File: config.mk
export PLATFORM = sky130hd
export DESIGN_NAME = tpw_timer_unit
export DESIGN_NICKNAME = d
export VERILOG_FILES = /design/src/rtl/tpw_pkg.sv /design/src/rtl/tpw_tick_sel.sv /design/src/rtl/tpw_lane.sv /design/src/rtl/tpw_ctl.sv /design/src/rtl/tpw_timer_unit.sv
export SDC_FILE = /design/constraint.sdc
export NUM_CORES = 1
export LEC_CHECK = 0
export ABC_AREA = 1
export BUFFER_PORTS_ARGS = -buffer_cell sky130_fd_sc_hd__buf_2
export CAP_MARGIN = 20
export CORE_ASPECT_RATIO = 1.1
export CORE_MARGIN = 1.5
export CORE_UTILIZATION = 57
export DETAILED_ROUTE_END_ITERATION = 10
export PLACE_DENSITY = 0.78
export SLEW_MARGIN = 0
export SYNTH_ARGS = -nofsm -noshare
export SYNTH_HDL_FRONTEND = slang
export SYNTH_SLANG_ARGS = --single-unit
export TNS_END_PERCENT = 10
File: constraint.sdc
create_clock -name clk -period 4.5 [get_ports clk]
set_input_delay 0.45 -clock clk [delete_from_list [all_inputs] [get_ports clk]]
set_output_delay 0.45 -clock clk [all_outputs]
set_load 0.05 [all_outputs]
File: src/rtl/tpw_pkg.sv
package tpw_pkg;
  typedef enum logic [1:0] {
    MODE_DUAL8 = 2'b00,
    MODE_T8P8  = 2'b01,
    MODE_T16   = 2'b10,
    MODE_PVAR  = 2'b11
  } tpw_mode_e;

  localparam int LANES = 2;
  localparam int LANE_LO = 0;
  localparam int LANE_HI = 1;
endpackage

File: src/rtl/tpw_tick_sel.sv
module tpw_tick_sel (
  input  logic       tick_full,
  input  logic       tick_half,
  input  logic [1:0] mode,
  input  logic       half_res,
  output logic       adv
);
  import tpw_pkg::*;

  always_comb begin
    if (mode == MODE_T16 || mode == MODE_PVAR) begin
      adv = half_res ? tick_half : tick_full;
    end else begin
      adv = tick_full;
    end
  end
endmodule

File: src/rtl/tpw_lane.sv
module tpw_lane #(
  parameter int W = 8
) (
  input  logic         clk,
  input  logic         rst_n,
  input  logic         inc,
  input  logic         clr,
  input  logic         ld,
  input  logic [W-1:0] din,
  output logic [W-1:0] cnt,
  output logic [W-1:0] shd
);
  logic [W-1:0] cnt_q, cnt_d;
  logic [W-1:0] shd_q, shd_d;

  always_comb begin
    cnt_d = cnt_q;
    if (clr) begin
      cnt_d = '0;
    end else if (inc) begin
      cnt_d = cnt_q + 1'b1;
    end
    shd_d = shd_q;
    if (ld) begin
      shd_d = din;
    end
  end

  always_ff @(posedge clk or negedge rst_n) begin
    if (!rst_n) begin
      cnt_q <= '0;
      shd_q <= '0;
    end else begin
      cnt_q <= cnt_d;
      shd_q <= shd_d;
    end
  end

  assign cnt = cnt_q;
  assign shd = shd_q;
endmodule

File: src/rtl/tpw_ctl.sv
module tpw_ctl #(
  parameter int BYTE_W    = 8,
  parameter int WSEL_W    = 3,
  parameter int MIN_PWM_W = 9
) (
  input  logic [1:0]        mode,
  input  logic              run,
  input  logic              adv,
  input  logic [WSEL_W-1:0] width_sel,
  input  logic [BYTE_W-1:0] cnt_lo,
  input  logic [BYTE_W-1:0] cnt_hi,
  input  logic [BYTE_W-1:0] shd_lo,
  input  logic [BYTE_W-1:0] shd_hi,
  output logic [1:0]        inc,
  output logic [1:0]        clr,
  output logic [1:0]        ld,
  output logic              ovf_lo_d,
  output logic              ovf_hi_d,
  output logic              pwm
);
  import tpw_pkg::*;

  localparam int CNT_W = 2 * BYTE_W;

  logic [CNT_W-1:0] cnt16;
  logic [CNT_W-1:0] ref16;
  logic [CNT_W-1:0] top16;
  logic             carry;
  logic             lo_wrap;
  logic             hi_wrap;
  logic             w16;
  int               pwm_w;

  assign cnt16 = {cnt_hi, cnt_lo};
  assign ref16 = {shd_hi, shd_lo};
  assign carry = adv && (cnt_lo == {BYTE_W{1'b1}});

  // all-ones value N bits wide, N chosen at run time
  always_comb begin
    pwm_w = MIN_PWM_W + int'(width_sel);
    for (int i = 0; i < CNT_W; i++) begin
      top16[i] = (i < pwm_w);
    end
  end

  always_comb begin
    inc      = '0;
    clr      = '0;
    ld       = '0;
    ovf_lo_d = 1'b0;
    ovf_hi_d = 1'b0;
    pwm      = 1'b0;
    lo_wrap  = adv && (cnt_lo == shd_lo);
    hi_wrap  = 1'b0;
    w16      = 1'b0;
    if (!run) begin
      clr = 2'b11;
      ld  = 2'b11;
    end else begin
      unique case (mode)
        MODE_DUAL8: begin
          hi_wrap          = adv && (cnt_hi == shd_hi);
          inc              = {adv, adv};
          clr              = {hi_wrap, lo_wrap};
          ld               = {hi_wrap, lo_wrap};
          ovf_lo_d         = lo_wrap;
          ovf_hi_d         = hi_wrap;
        end
        MODE_T8P8: begin
          hi_wrap          = adv && (cnt_hi == {BYTE_W{1'b1}});
          inc              = {adv, adv};
          clr              = {hi_wrap, lo_wrap};
          ld               = {hi_wrap, lo_wrap};
          ovf_lo_d         = lo_wrap;
          ovf_hi_d         = hi_wrap;
          pwm              = (cnt_hi < shd_hi);
        end
        MODE_T16: begin
          w16              = adv && (cnt16 == ref16);
          inc              = {carry, adv};
          clr              = {w16, w16};
          ld               = {w16, w16};
          ovf_hi_d         = w16;
        end
        default: begin
          w16              = adv && (cnt16 == top16);
          inc              = {carry, adv};
          clr              = {w16, w16};
          ld               = {w16, w16};
          ovf_hi_d         = w16;
          pwm              = (cnt16 < ref16);
        end
      endcase
    end
  end
endmodule

File: src/rtl/tpw_timer_unit.sv
module tpw_timer_unit #(
  parameter int BYTE_W    = 8,
  parameter int WSEL_W    = 3,
  parameter int MIN_PWM_W = 9
) (
  input  logic              clk,
  input  logic              rst_n,
  input  logic              tick_full,
  input  logic              tick_half,
  input  logic [1:0]        mode,
  input  logic [WSEL_W-1:0] width_sel,
  input  logic              half_res,
  input  logic              run,
  input  logic [BYTE_W-1:0] lo_val,
  input  logic [BYTE_W-1:0] hi_val,
  output logic              ovf_lo,
  output logic              ovf_hi,
  output logic              pwm_out
);
  import tpw_pkg::*;

  logic                         adv;
  logic [LANES-1:0]             inc, clr, ld;
  logic [LANES-1:0][BYTE_W-1:0] din_v, cnt_v, shd_v;
  logic                         ovf_lo_d, ovf_hi_d, pwm_c;
  logic                         ovf_lo_q, ovf_hi_q;

  assign din_v[LANE_LO] = lo_val;
  assign din_v[LANE_HI] = hi_val;

  tpw_tick_sel u_tick (
    .tick_full (tick_full),
    .tick_half (tick_half),
    .mode      (mode),
    .half_res  (half_res),
    .adv       (adv)
  );

  for (genvar g = 0; g < LANES; g++) begin : g_lane
    tpw_lane #(.W(BYTE_W)) u_lane (
      .clk   (clk),
      .rst_n (rst_n),
      .inc   (inc[g]),
      .clr   (clr[g]),
      .ld    (ld[g]),
      .din   (din_v[g]),
      .cnt   (cnt_v[g]),
      .shd   (shd_v[g])
    );
  end

  tpw_ctl #(
    .BYTE_W    (BYTE_W),
    .WSEL_W    (WSEL_W),
    .MIN_PWM_W (MIN_PWM_W)
  ) u_ctl (
    .mode      (mode),
    .run       (run),
    .adv       (adv),
    .width_sel (width_sel),
    .cnt_lo    (cnt_v[LANE_LO]),
    .cnt_hi    (cnt_v[LANE_HI]),
    .shd_lo    (shd_v[LANE_LO]),
    .shd_hi    (shd_v[LANE_HI]),
    .inc       (inc),
    .clr       (clr),
    .ld        (ld),
    .ovf_lo_d  (ovf_lo_d),
    .ovf_hi_d  (ovf_hi_d),
    .pwm       (pwm_c)
  );

  always_ff @(posedge clk or negedge rst_n) begin
    if (!rst_n) begin
      ovf_lo_q <= 1'b0;
      ovf_hi_q <= 1'b0;
    end else begin
      ovf_lo_q <= ovf_lo_d;
      ovf_hi_q <= ovf_hi_d;
    end
  end

  assign ovf_lo  = ovf_lo_q;
  assign ovf_hi  = ovf_hi_q;
  assign pwm_out = pwm_c;
endmodule

**After elaboration in Yosys (flattened, before gate mapping)**

Index checks and enable logic that the tools add are counted.

- Bits of input ports: 27
- Output and inout port bits: 3
- Logic and storage cells: 64
- Bits in registers: 34

- Eq/ne operators: 9
- Add/subtract/negate cells: 3
- Muxes and demuxes: 16
- $lt $le $gt $ge: 18
- Reductions and logical operators: 12

Operators with widths:

| cell | count |
|---|---|
| 5-bit by 32-bit less-than comparator with 1-bit output, first input constant | 8 |
| 4-bit by 32-bit less-than comparator with 1-bit output, first input constant | 4 |
| 3-bit by 32-bit less-than comparator with 1-bit output, first input constant | 2 |
| 16-bit equality test | 2 |
| 1-bit by 32-bit less-than comparator with 1-bit output, first input constant | 1 |
| 2-bit by 32-bit less-than comparator with 1-bit output, first input constant | 1 |
| 8-bit 2-to-1 mux | 4 |
| 8-bit by 1-bit adder with 8-bit output, second input constant | 2 |
| 8-bit equality test | 2 |
| 8-bit equality test, second input constant | 2 |
| 16-bit less-than comparator | 1 |
| 8-bit less-than comparator | 1 |
| 1-bit logical AND | 6 |
| 1-bit 2-to-1 mux | 6 |
| 2-bit 2-to-1 mux | 3 |
| 2-bit one-hot mux with 3 select lines | 1 |
| 4-bit by 3-bit adder with 5-bit output, first input constant | 1 |
| 2-bit equality test, second input constant | 2 |
| 2-bit nonzero test | 2 |
| 2-bit OR reduction | 2 |
| 1-bit one-hot mux with 3 select lines | 1 |
| 2-bit by 1-bit equality test with 1-bit output, second input constant | 1 |
| 2-bit zero test | 1 |
| 1-bit one-hot mux with 2 select lines | 1 |
| 1-bit logical OR | 1 |

**Longest topological paths before layout**

Gate-level depths: netlist of run 1.

- Word-level depth: 8
- Mapped depth: 15
- Mapped depth without buffers: 13

**Modules after synthesis**

From an unflattened synthesis of run 1, not the netlist that was laid out.

- Cells, all modules: 315
- Area, all modules: 2469.9 µm²

Modules (own cells, without submodules):

| module | instances | area an instance (µm²) | cells an instance | seq. area each (µm²) |
|---|---|---|---|---|
| tpw_lane | 2 | 718.2 | 66 | 400.4 |
| tpw_ctl | 1 | 955.9 | 174 | 0.0 |
| tpw_timer_unit | 1 | 50.0 | 2 | 50.0 |
| tpw_tick_sel | 1 | 27.5 | 7 | 0.0 |

**Worst setup path before layout of run 1**

Ideal clock, no wire load.

- Path kind: register to output
- Start point: register g_lane[0].u_lane.cnt_q[1]
- End point: output pwm_out
- Stages on the path, launching flop included: 9
- Path buffers: 0
- Slack: 2.158 ns
- Arrival: 1.892 ns
- Required time: 4.050 ns
- Cells stage by stage: dfrtp_1 -> ha_1 -> a21oi_1 -> o21ai_0 -> nand2_1 -> o211ai_1 -> nand2_1 -> nand2_1 -> a21oi_1

- Longest elaborated chain between the ends: 3

Ends and longest elaborated chain:

| what | line | source |
|---|---|---|
| start, declared | tpw_lane.sv:13 | `logic [W-1:0] cnt_q, cnt_d;` |
| start signal, assigned | tpw_lane.sv:34 | `cnt_q <= cnt_d;` |
| 16-bit less-than comparator | tpw_ctl.sv:91 | `pwm = (cnt16 < ref16);` |
| 1-bit one-hot mux with 2 select lines | tpw_ctl.sv:60 | `unique case (mode)` |
| 1-bit 2-to-1 mux | tpw_ctl.sv:56 | `if (!run) begin` |
| end, declared | tpw_timer_unit.sv:18 | `output logic pwm_out` |

No other way between the ends.

**Worst setup path after layout of run 1**

Ends and elaborated chain as after synthesis.

==> reports/results.tsv, run 1 <==
metric	value	unit
syn_area	2510	um2
yosys.area.top_type_share	0.339	
drive_gt1_frac	0.190	
critPathKind	register to output pin	
cts.sinks	34	
maxCapViolCount	0	
start_util	0.590	
finalPower	0.669	mW
synth_seq_cells	34	
dp_slack	2.05	ns
dp_hpwl	3680	um
peakVddDrop	178	uV
synthCells	323	
num-fill-cells	393	
fin_tns_setup	0	ns
clkTransAtPathRegs	0.06	ns
cts_buffers	5	
cts_resized	0	
drtPass1Iterations	4	
dieArea	4810	um2
hold_class	input port to asynchronous set/reset pin	
layout.cells.most_common	nand2_1	
nNetsFinal	403	
yosysTopAreaCell	dfrtp_1	
hold_viol_final	0	
rr_startpoint	g_lane[1].u_lane.cnt[5]	
antenna_left	0	
overflow	0	
via_count	2082	
grt_setup_unrepaired	false	
cts_tree	yes	
syn_nets	373	
clock.fmax	404	MHz
cts_setup_buffers	0	
startpoint	g_lane[0].u_lane.cnt[1]	
antenna_found_initial	0	
avgSynthCellArea	7.77	um2
via_per_inst	5.12	
worst_pin_slew	0.758	ns
r2r_slack	2.47	ns
ys_top_cells_by_area	dfrtp_1 (34%), nand2_1 (12%), ha_1 (11%)	
clk_latency	0.28	ns
gp_congestion	0.830	
final_cell_mix	nand2_1 (83), inv_1 (40), dfrtp_1 (34)	
crit_path_end	pwm_out	
cts_root_buf	clkbuf_8	
power_density	246	nW/um2
ys.warnings.count	0	
drc	0	
drt_wl_total	4740	um
p_leak	1.44	nW
die_w	66.3	um
cts_hold_buffers	0	
core	4250	um2
whs	0.235	ns
setup_ws	2.03	ns
h-tree-depth	2	
skew	0.00385	ns
grt_max_degree	35	
cp-start-kind	register	
ff2ff_path_depth	11	
slew_violations	0	
crit_buf_inv	1	
cp.required	4.05	ns
cts_buffer_depth	2	
path_cells	ha_1 -> a21oi_1 -> o21ai_0 -> nand2_1 -> o211ai_1 -> nand2_1 -> nand2_1 -> a21oi_1 -> buf_2	
ys_seq_area_frac	0.339	
dr.first_iter.drc_count	68	
layout_min_cycle_time	2.47	ns
status	finished, final reports clean	
setup.worst_path.end_class	output pin	
fin_crit_sh	0.549	
cp_slowest_cell	dfrtp_1	
synth_cell_types	29	
worst_path_most_repeated_cell	nand2_1	
fp.dieH	72.6	um
r2r_end	g_lane[1].u_lane.shd[7]	
wl_per_cell	11.6	um
grt_pass1_wl	8720	um
antenna_cells	0	
path_max_fanout	5	
ios	30	
cp_num_cells	9	
syn2layout_area_growth	8.27	%
grt_pass1_vias	2078	
portBuffers	29	
track_usage	0.231	
relSlewSlack	0.495	
setup_viol	0	
num_rows	25	
critPathMaxStageDelay	0.44	ns
crit_family	compound AO/OA/AOI/OAI gates	
arrival	2.02	ns
## Yosys cell counts
cell and n:
o21a_1 1, o2111ai_1 1, xnor2_1 2, o211a_1 1
buf_12 2, nor2_2 8, nor2_4 3, nand2_4 1
ha_1 23, xor2_1 11, dfrtp_1 34, nand2_1 83
nand2_2 14, nand3_2 2, nor3_1 4, buf_6 3
nor2_1 28, a211oi_1 1, o21ai_4 1, a21oi_1 12
inv_2 2, o21ai_0 3, inv_1 40, nand3b_1 2
nand3_1 27, o211ai_1 1, nand4_1 10, buf_4 1
nand3_4 2
## power breakdown
group	switching (mW)	total, mW	internal, mW	leakage [nW]
Clock	0.0991	0.205	0.106	0.0383
Combinational	0.0790	0.128	0.0493	0.958
Sequential	0.0129	0.336	0.323	0.444
Total	0.191	0.669	0.478	1.44
## state kept, by name, summed over array words and instances (netlist names)
register	flops
ovf_lo	1
ovf_hi	1
g_lane.u_lane.cnt	16
g_lane.u_lane.shd	16
## stage by stage
step           std cells  area (um2)  utilization
2_1_floorplan        323        2510            -
3_3_place_gp         400        2640        0.621
3_5_place_dp         400        2640        0.621
4_1_cts              407        2720        0.639
5_1_grt              407        2720        0.639
6_report             407        2720        0.639
## worst reg2reg max path, cell delays in order (launching register included)
cell and delay (ns):
dfrtp_1 0.46, ha_1 0.34, nand4_1 0.12, inv_1 0.06, nand2_1 0.07, nor2_1 0.05
nand2_2 0.09, nand2_2 0.07, nor2_4 0.24, nand3_4 0.25, nand2_1 0.12, nand2_1 0.05
## worst min path at each step
stage | from | depth (start not counted) | end
final | rst_n | 1 | g_lane[1].u_lane.cnt[5]
after global routing | rst_n | 1 | g_lane[1].u_lane.cnt[4]
after CTS | rst_n | 1 | g_lane[1].u_lane.cnt[4]
after detailed placement | g_lane[0].u_lane.shd[7] | 2 | g_lane[0].u_lane.shd[7]
after global placement | g_lane[0].u_lane.shd[4] | 2 | g_lane[0].u_lane.shd[4]
after floorplan | rst_n | 0 | g_lane[0].u_lane.cnt[0]
## kinds of logic (layout without fill, tap and decap cells)
logic type | Yosys count | count (layout) | synth area share
buf+inv | 48 | 78 | 0.0952
compound gates | 21 | 21 | 0.0528
xor+xnor | 13 | 13 | 0.0453
fa+ha+maj | 23 | 23 | 0.115
simple gates | 184 | 184 | 0.353
flops | 34 | 34 | 0.339
## layer usage
layer  vias to the layer above  GRT usage  part of all wire
met5                         -          0                 0
met4                         0     0.0839             0.022
met2                        40      0.389              0.47
met1                       936      0.297              0.47
li1                       1096          -                 -
met3                        10     0.0432             0.031
## area by class of cell
type	instances	area (um2)	area share
sequential	34	851	0.313
clock buffer	7	76.3	0.0281
multi-input combinational	241	1420	0.523
tap	54	67.6	0.0249
timing repair buffer	29	145	0.0534
inverter	42	158	0.0580
Power figures use the tool's default switching activity.
==> inputs of run 2 (changes only) <==
Settings changed: CORE_UTILIZATION 57 to 53, PLACE_DENSITY 0.78 to 0.77.
Clock period 4.5 ns to 2.1 ns, I/O delays scaled along.
==> reports/results.tsv, run 2 (synthesis gave the netlist of run 1 again) <==
metric	value	unit	change
status	finished with violations		
violations	negative hold slack		
final-seq-area	852	um2	+0.15%
fin_crit_sh	0.966		
dr.first_iter.drc_count	136		+100%
dpl-instance-area	2730	um2	+3.4%
p_leak	1.54	nW	+6.8%
whs	-0.00372	ns	-0.239 ns
path_max_fanout	3		-2
cts_buffers	5		unchanged
r2r_end	g_lane[1].u_lane.shd[5]		
syn2layout_area_growth	18.1	%	
h-tree-depth	2		unchanged
cts.sinks	34		unchanged
overflow	0		unchanged
cp-start-kind	register		
path_cells	ha_4 -> a21oi_1 -> o21ai_0 -> nand3_1 -> o2111ai_1 -> a21oi_2 -> buf_6		
cts_root_buf	clkbuf_8		
post-place-cells	413		+3.3%
via_count	2260		+8.5%
worst_pin_slew	0.782	ns	+0.0240 ns
drc	0		unchanged
multi_input_area	1520	um2	+6.8%
critPathKind	register to output pin		
track_usage	0.226		-0.00582
num_rows	26		+4.0%
hold_viol_final	2		+2
rr_startpoint	g_lane[0].u_lane.cnt[7]		
cp_slowest_cell	dfrtp_1		
relSlewSlack	0.479		-0.0160
crit_family	compound AO/OA/AOI/OAI gates		
arrival	1.82	ns	-0.20 ns
setup.worst_path.end_class	output pin		
num-fill-cells	388		-1.3%
grt_pass1_vias	1974		-5.0%
final_cell_mix	nand2_1 (83), inv_1 (37), dfrtp_1 (33)		
antenna_cells	0		unchanged
ios	30		unchanged
clkTransAtPathRegs	0.07	ns	about the same
peakVddDrop	414	uV	+130%
gp_congestion	0.814		-1.9%
r2r_slack	0.09	ns	-2.38 ns
antenna_found_initial	0		unchanged
hold_class	input port to asynchronous set/reset pin		
dp_hpwl	3990	um	+8.5%
ff2ff_path_depth	11		unchanged
cp.required	1.89	ns	-2.16 ns
fin_tns_setup	0	ns	unchanged
critPathMaxStageDelay	0.43	ns	about the same
crit_buf_inv	1		unchanged
core	4590	um2	+7.8%
via_per_inst	5.29		+3.5%
clock.fmax	493	MHz	
drtPass1Iterations	4		unchanged
setup_viol	0		unchanged
skew	0.00599	ns	+0.00214 ns
stdcell_area	2970	um2	+9.1%
dieArea	5160	um2	+7.2%
start_util	0.547		-0.0428
finalNonFillerCells	427		+4.9%
portBuffers	29		unchanged
clk_latency	0.29	ns	about the same
cts_tree	yes		
grt_pass1_wl	8690	um	-0.31%
wl_per_cell	13.7	um	+18%
drive_gt1_frac	0.272		+0.0824
layout.cells.most_common	nand2_1		
nNetsFinal	422		+4.7%
layout_min_cycle_time	2.03	ns	
slew_violations	0		unchanged
die_w	68.6	um	+3.5%
fp.dieH	75.2	um	+3.6%
antenna_left	0		unchanged
maxCapViolCount	0		unchanged
cts_buffer_depth	2		unchanged
drt_wl_total	5860	um	+24%
grt_max_degree	35		unchanged
power_density	516	nW/um2	+110%
## run 2: changes by cell type in the layout (fill, tap and decap cells not counted), moves of 4 or more
cell,delta
buf_4,+18
ha_1,-5
ha_4,+5
a21oi_1,-4
## run 2: worst max path at each step
stage	startpoint	end	cells past startpoint
floorplan	g_lane[0].u_lane.cnt[1]	pwm_out	8
global placement	width_sel[0]	g_lane[1].u_lane.shd[6]	14
detailed placement	width_sel[0]	g_lane[1].u_lane.shd[5]	14
CTS	g_lane[0].u_lane.cnt[1]	pwm_out	9
global route	g_lane[1].u_lane.cnt[0]	pwm_out	9
finish	g_lane[1].u_lane.cnt[1]	pwm_out	7
## run 2: repair_timing
item                       in CTS  in global routing
hold buffers                    0                  0
resized for setup               4                 14
gates cloned                    0                  1
setup endpoints to repair       1                 22
pin swaps                       2                  6
buffers inserted                3                  4
## run 2: area by class of cell
type | instances | area share
well taps | 56 | 0.0236
repair buffers | 47 | 0.0966
multi-input cells | 242 | 0.512
inverters | 42 | 0.0531
clock buffers | 6 | 0.0278
flip-flops and latches | 34 | 0.287
## run 2: stage by stage
step           utilization  worst slack [ns]  power (mW)
6_report             0.647            0.0723        1.53
5_1_grt              0.647           -0.0492        1.60
4_1_cts              0.621           0.00233        1.50
3_5_place_dp         0.595           0.00350        1.02
3_3_place_gp         0.595            0.0851        1.01
2_1_floorplan            -             0.257       0.934
## run 2: per-layer routing
| metal | vias to the layer above | track usage | wire (um) |
|---|---|---|---|
| met5 | - | 0 | 0 |
| li1 | 1129 | - | - |
| met3 | 11 | 0.0419 | 275 |
| met2 | 64 | 0.370 | 2890 |
| met1 | 1056 | 0.301 | 2580 |
| met4 | 0 | 0.0711 | 111 |
## run 2: where the power goes
group          internal [mW]  switching (mW)
Sequential             0.691          0.0260
Clock                  0.253           0.226
Combinational          0.134           0.200
Total                   1.08           0.452
## run 2: worst reg2reg max path, delay by kind of cell (launching register included)
family	cells	cell delay, ns
simple gates	9	0.97
flops	1	0.45
fa+ha+maj	1	0.30
buf+inv	1	0.18
